## config.mk

```make
export PLATFORM = sky130hd
export DESIGN_NAME = fcp_slave
export DESIGN_NICKNAME = d
export VERILOG_FILES = /design/src/rtl/fcp_pkg.sv /design/src/rtl/fcp_rst_sync.sv /design/src/rtl/fcp_fsync_sampler.sv /design/src/rtl/fcp_byte_shifter.sv /design/src/rtl/fcp_frame_ctrl.sv /design/src/rtl/fcp_slave.sv
export SDC_FILE = /design/constraint.sdc
export NUM_CORES = 1
export LEC_CHECK = 0
export BUFFER_PORTS_ARGS = -buffer_cell sky130_fd_sc_hd__buf_4
export CAP_MARGIN = 25
export CELL_PAD_IN_SITES_DETAIL_PLACEMENT = 1
export CELL_PAD_IN_SITES_GLOBAL_PLACEMENT = 1
export CORE_AREA = 5 5 101 93
export CTS_CLUSTER_DIAMETER = 50
export DETAILED_ROUTE_END_ITERATION = 10
export DIE_AREA = 0 0 106 98
export HOLD_SLACK_MARGIN = 0.02
export PLACE_DENSITY = 0.6
export REMOVE_ABC_BUFFERS = 1
export SYNTH_ARGS = -nofsm -noshare
export SYNTH_HDL_FRONTEND = slang
export SYNTH_SLANG_ARGS = --single-unit
```

## constraint.sdc

```tcl
create_clock -name ser_clk -period 1.7 [get_ports ser_clk]
set_input_delay 0.085 -clock ser_clk [delete_from_list [all_inputs] [get_ports ser_clk]]
set_output_delay 0.085 -clock ser_clk [all_outputs]
set_load 0.05 [all_outputs]
```

## src/rtl/fcp_pkg.sv

```systemverilog
package fcp_pkg;
  localparam int BYTE_W    = 8;
  localparam int CNT_W     = BYTE_W - 1;
  localparam int BIT_IDX_W = $clog2(BYTE_W);

  typedef enum logic [2:0] {
    ST_IDLE,
    ST_ADDR,
    ST_HDR,
    ST_DATA,
    ST_SKIP
  } fcp_state_e;
endpackage

```

## src/rtl/fcp_rst_sync.sv

```systemverilog
module fcp_rst_sync (
  input  logic clk,
  input  logic rst_n_in,
  output logic rst_n_out
);
  logic meta_q;
  logic sync_q;

  always_ff @(posedge clk or negedge rst_n_in) begin
    if (!rst_n_in) begin
      meta_q <= 1'b0;
      sync_q <= 1'b0;
    end else begin
      meta_q <= 1'b1;
      sync_q <= meta_q;
    end
  end

  assign rst_n_out = sync_q;
endmodule

```

## src/rtl/fcp_fsync_sampler.sv

```systemverilog
module fcp_fsync_sampler (
  input  logic clk,
  input  logic rst_n,
  input  logic fsync_in,
  output logic fsync_seen
);
  logic seen_q;

  // frame sync is captured on the falling clock edge
  always_ff @(negedge clk or negedge rst_n) begin
    if (!rst_n) seen_q <= 1'b0;
    else        seen_q <= fsync_in;
  end

  assign fsync_seen = seen_q;
endmodule

```

## src/rtl/fcp_byte_shifter.sv

```systemverilog
module fcp_byte_shifter
  import fcp_pkg::*;
(
  input  logic              clk,
  input  logic              rst_n,
  input  logic              run,
  input  logic              restart,
  input  logic              din,
  input  logic              msb_first,
  output logic [BYTE_W-1:0] byte_val,
  output logic              byte_done
);
  logic [BYTE_W-1:0]    sh_q, sh_d;
  logic [BIT_IDX_W-1:0] cnt_q, cnt_d;
  logic [BYTE_W-1:0]    assembled;

  // bit-order dependent assembly of the incoming bit
  always_comb begin
    if (msb_first) assembled = {sh_q[BYTE_W-2:0], din};
    else           assembled = {din, sh_q[BYTE_W-1:1]};
  end

  always_comb begin
    sh_d  = sh_q;
    cnt_d = cnt_q;
    if (run) begin
      sh_d  = assembled;
      cnt_d = restart ? BIT_IDX_W'(1) : cnt_q + BIT_IDX_W'(1);
    end
  end

  always_ff @(posedge clk or negedge rst_n) begin
    if (!rst_n) begin
      sh_q  <= '0;
      cnt_q <= '0;
    end else if (run) begin
      sh_q  <= sh_d;
      cnt_q <= cnt_d;
    end
  end

  assign byte_val  = assembled;
  assign byte_done = run && !restart && (cnt_q == BIT_IDX_W'(BYTE_W - 1));
endmodule

```

## src/rtl/fcp_frame_ctrl.sv

```systemverilog
module fcp_frame_ctrl
  import fcp_pkg::*;
#(
  parameter int ADDR_W = 8
) (
  input  logic              clk,
  input  logic              rst_n,
  input  logic              restart,
  input  logic              byte_done,
  input  logic [BYTE_W-1:0] byte_val,
  input  logic              msb_first,
  output fcp_state_e        state,
  output logic              run,
  output logic              wr_en,
  output logic [ADDR_W-1:0] wr_addr,
  output logic [BYTE_W-1:0] wr_data
);
  fcp_state_e        st_q, st_d;
  logic [ADDR_W-1:0] addr_q, addr_d;
  logic [CNT_W-1:0]  remain_q, remain_d;
  logic              wen_q, wen_d;
  logic [ADDR_W-1:0] waddr_q, waddr_d;
  logic [BYTE_W-1:0] wdata_q, wdata_d;

  logic              hdr_read;
  logic [CNT_W-1:0]  hdr_cnt;
  logic              last_byte;

  // flag is the first bit on the wire, so its position follows the bit order
  always_comb begin
    if (msb_first) begin
      hdr_read = byte_val[BYTE_W-1];
      hdr_cnt  = byte_val[BYTE_W-2:0];
    end else begin
      hdr_read = byte_val[0];
      hdr_cnt  = byte_val[BYTE_W-1:1];
    end
  end

  assign last_byte = (remain_q == '0);

  always_comb begin
    st_d     = st_q;
    addr_d   = addr_q;
    remain_d = remain_q;
    wen_d    = 1'b0;
    waddr_d  = waddr_q;
    wdata_d  = wdata_q;
    if (restart) begin
      st_d = ST_ADDR;
    end else if (byte_done) begin
      unique case (st_q)
        ST_ADDR: begin
          addr_d = ADDR_W'(byte_val);
          st_d   = ST_HDR;
        end
        ST_HDR: begin
          remain_d = hdr_cnt;
          st_d     = hdr_read ? ST_SKIP : ST_DATA;
        end
        ST_DATA: begin
          wen_d    = 1'b1;
          waddr_d  = addr_q;
          wdata_d  = byte_val;
          addr_d   = addr_q + ADDR_W'(1);
          remain_d = remain_q - CNT_W'(1);
          if (last_byte) st_d = ST_IDLE;
        end
        ST_SKIP: begin
          remain_d = remain_q - CNT_W'(1);
          if (last_byte) st_d = ST_IDLE;
        end
        default: st_d = ST_IDLE;
      endcase
    end
  end

  always_ff @(posedge clk or negedge rst_n) begin
    if (!rst_n) begin
      st_q     <= ST_IDLE;
      addr_q   <= '0;
      remain_q <= '0;
      wen_q    <= 1'b0;
      waddr_q  <= '0;
      wdata_q  <= '0;
    end else begin
      st_q     <= st_d;
      addr_q   <= addr_d;
      remain_q <= remain_d;
      wen_q    <= wen_d;
      if (wen_d) begin
        waddr_q <= waddr_d;
        wdata_q <= wdata_d;
      end
    end
  end

  assign state   = st_q;
  assign run     = restart || (st_q != ST_IDLE);
  assign wr_en   = wen_q;
  assign wr_addr = waddr_q;
  assign wr_data = wdata_q;
endmodule

```

## src/rtl/fcp_slave.sv

```systemverilog
module fcp_slave
  import fcp_pkg::*;
#(
  parameter int ADDR_W = 8
) (
  input  logic              ser_clk,
  input  logic              rst_n,
  input  logic              frame_sync,
  input  logic              ser_din,
  input  logic              bit_order_msb,
  output logic              wr_en,
  output logic [ADDR_W-1:0] wr_addr,
  output logic [BYTE_W-1:0] wr_data
);
  logic              rst_sync_n;
  logic              fs_smp;
  logic              run;
  logic [BYTE_W-1:0] byte_val;
  logic              byte_done;
  fcp_state_e        ctrl_state;

  fcp_rst_sync rst_i (
    .clk       (ser_clk),
    .rst_n_in  (rst_n),
    .rst_n_out (rst_sync_n)
  );

  fcp_fsync_sampler fs_i (
    .clk        (ser_clk),
    .rst_n      (rst_sync_n),
    .fsync_in   (frame_sync),
    .fsync_seen (fs_smp)
  );

  fcp_byte_shifter sh_i (
    .clk       (ser_clk),
    .rst_n     (rst_sync_n),
    .run       (run),
    .restart   (fs_smp),
    .din       (ser_din),
    .msb_first (bit_order_msb),
    .byte_val  (byte_val),
    .byte_done (byte_done)
  );

  fcp_frame_ctrl #(.ADDR_W(ADDR_W)) ctrl_i (
    .clk       (ser_clk),
    .rst_n     (rst_sync_n),
    .restart   (fs_smp),
    .byte_done (byte_done),
    .byte_val  (byte_val),
    .msb_first (bit_order_msb),
    .state     (ctrl_state),
    .run       (run),
    .wr_en     (wr_en),
    .wr_addr   (wr_addr),
    .wr_data   (wr_data)
  );
endmodule

```

==> results.py <==
metrics = {
    "clock_tree": {
        "insertion_delay_ns": 0.30,
        "clk_pin_slew_ns": 0.09,
        "cts_tree": "done",
        "cts_buffers": 5,
        "htreeDepth": 2,
        "cts_max_path_buffers": 2,
        "clock-sinks": 49,
        "cts_root_buf": "clkbuf_8",
    },
    "floorplanning": {
        "core_mm2": 0.00833,
        "die_w_um": 106,
        "boundaryPins": 22,
        "num_rows": 32,
        "initial_core_util_pct": 28.8,
        "die-area_mm2": 0.0104,
        "die_h_um": 98,
    },
    "routing": {
        "firstDrtPassIters": 4,
        "ant_nets": 0,
        "drt_iter0_drc": 32,
        "drc": 0,
        "wire_per_inst_um": 16.1,
        "wl_mm": 6.29,
        "vias": 1977,
        "via_per_inst": 5.07,
    },
    "cells_and_area": {
        "nNetsFinal": 296,
        "area_growth_pct": 42.3,
        "drive_gt1_share_pct": 41.0,
        "finish.utilization_pct": 40.9,
        "layout_common_cells": "dfrtp_1, buf_4, mux2i_1, a21oi_1",
        "fill_cells": 940,
        "antenna_cells": 0,
    },
    "synthesis": {
        "ys_types": 50,
        "yosys.area.top_type_share_pct": 50.2,
        "ys.flop_type": "dfrtp_1",
        "synth_largest_area_cell": "dfrtp_1",
        "async_flop_share_pct": 100,
        "yosys_warnings": 0,
        "synthCells": 228,
        "synthTopCellsByArea": "dfrtp_1, mux2i_1, a21oi_1, mux2_2, nor2_1",
        "synth-seq-cells": 49,
        "synth.avg_cell_area_um2": 10.5,
        "synth_edf_count": 0,
        "yosysSeqAreaShare_pct": 51.2,
        "syn-cell-area_mm2": 0.00239,
    },
    "status": {
        "status": "finished, violations left",
        "violations": "setup timing",
    },
    "placed_design": {
        "dp.final_hpwl_mm": 4.20,
        "place_congestion": 0.745,
        "place_ws_ns": -0.647,
        "numPortBuffers": 21,
    },
    "grt": {
        "grt_pass1_vias": 2074,
        "grt_max_degree": 47,
        "grt_usage_pct": 12.3,
        "grt_pass1_wl_mm": 10.5,
        "antenna_found_initial": 0,
        "gr-total-overflow": 0,
    },
    "sta": {
        "timing.hold.ws_ns": 0.0970,
        "rsz0062_at_grt": "true",
        "worstMarginPinSlew_ns": 0.603,
        "final-setup-viol-count": 45,
        "clock_skew_ns": 0.0131,
        "slew_headroom_pct": 59.8,
        "hold_violations": 0,
        "slew_violations": 0,
        "finalWorstSetupSlack_ns": -0.585,
    },
    "run": {
        "maxCapViolations": 0,
    },
    "worst_setup_path": {
        "critPathMaxStageDelay_ns": 0.38,
        "critPathMaxFanout": 5,
        "arrival_ns": 2.50,
        "startpoint_type": "flop",
        "crit_required_ns": 1.92,
        "crit_slowest_cell": "or3_1",
        "path_class": "reg -> reg",
        "critical_path.endpoint_type": "flop",
        "reg2regPathDepth": 5,
        "crit_chain": "buf_4, buf_6, nand4bb_4, or3_1, o211ai_1",
    },
    "power": {
        "pwr-share-seq_pct": 47.7,
        "p_total_mw": 3.49,
        "p_int_mw": 2.34,
        "ir_drop_mv": 0.420,
        "cellPowerDensity_mw_per_mm2": 1030,
        "p_clk_share_pct": 28.4,
        "swShare_pct": 33.1,
        "leakagePower_nw": 1.49,
        "power_switching_mw": 1.16,
        "combinationalPowerShare_pct": 23.9,
    },
    "hold_path": {
        "min_path_type": "in -> async",
    },
}
## worst max-delay path: cells and delay by family (launching register included)
kind | cells | cell delay [ns]
simple gates | 2 | 0.67
buf+inv | 2 | 0.25
flops | 1 | 0.35
compound gates | 1 | 0.08
## flip-flops by register name, summed over array words and instances (netlist names)
name             count
ctrl_i.addr_q        8
ctrl_i.wr_addr       8
ctrl_i.wr_data       8
sh_i.sh_q            8
ctrl_i.remain_q      7
ctrl_i.state         3
sh_i.cnt_q           3
ctrl_i.wr_en         1
fs_i.fsync_seen      1
rst_i.meta_q         1
rst_i.rst_n_out      1
## metal layers
layer,track usage [%],vias up,part of all wire (%)
met3,2.97,5,3.8
li1,-,939,-
met5,0,-,0
met2,18.9,31,46
met4,1.79,0,0.48
met1,18.0,1002,50
## kinds of logic (layout without fill, tap and decap cells)
group / Yosys count / after routing / synth area share, %
and+or+nand+nor: 71 / 71 / 15.4
AOI/OAI and AO/OA: 55 / 55 / 14.4
xor gates and xnor gates: 1 / 1 / 0.366
adders and majority gates: 4 / 4 / 2.09
buffers and inverters: 17 / 77 / 3.34
muxes: 30 / 30 / 13.1
other: 1 / 1 / 0.157
DFF: 49 / 49 / 51.2
## per-stage QoR
stage / cells / instance area, um2 / TNS (ns)
global route: 390 / 3410 / -23.34
detailed placement: 372 / 2890 / -21.27
finish: 390 / 3410 / -20.26
global placement: 372 / 2890 / -19.85
CTS: 384 / 3180 / -18.50
floorplan: 216 / 2330 / -22.30
## power by group through the flow
stage	clock network [mW]	registers [mW]	logic, mW
after CTS	1.02	1.61	0.762
after detailed placement	0	1.63	0.726
after global placement	0	1.63	0.711
after global routing	1.07	1.71	0.930
final	0.993	1.67	0.834
after floorplan	0	1.61	0.429
## Yosys cell counts (5+ instances only)
| cell type | n |
|---|---|
| a21oi_1 | 23 |
| mux2_2 | 9 |
| dfrtp_1 | 48 |
| nor2_1 | 23 |
| o21ai_0 | 12 |
| nor3_1 | 6 |
| nand2b_1 | 5 |
| nand3_1 | 5 |
| mux2i_1 | 20 |
| nand2_1 | 14 |
| buf_2 | 7 |
## cell type report
class,count,area [um2],share of cell area [%]
clock buffer,5,68.8,2.02
clock inverter,3,65.1,1.91
inverter,5,23.8,0.698
multi-input combinational,162,1320,38.8
sequential,49,1230,36.0
tap,102,128,3.74
timing repair buffer,63,567,16.6
timing repair inverter,1,7.51,0.220
## path summary, 6_finish.rpt
path	from	end	slack [ns]
max	fs_i.fsync_seen$_DFF_NN0_	ctrl_i.addr_q[0]$_DFFE_PN0P_	-0.59
min	rst_n	rst_i.rst_n_out$_DFF_PN0_	0.1
max reg2reg	fs_i.fsync_seen$_DFF_NN0_	ctrl_i.addr_q[0]$_DFFE_PN0P_	-0.59
min reg2reg	rst_i.meta_q$_DFF_PN0_	rst_i.rst_n_out$_DFF_PN0_	0.36
max in group asynchronous	rst_i.rst_n_out$_DFF_PN0_	fs_i.fsync_seen$_DFF_NN0_	0.80
min in group ser_clk	ser_din	ctrl_i.remain_q[6]$_DFFE_PN0P_	0.21
## repair_timing
item	4_1_cts	5_1_grt
hold endpoints to repair	2	0
pin swaps	9	11
buffers inserted	1	7
gates resized for setup	31	48
cloned	2	1
hold buffers	1	0
setup endpoints to repair	43	43
Power figures use the tool's default switching activity.
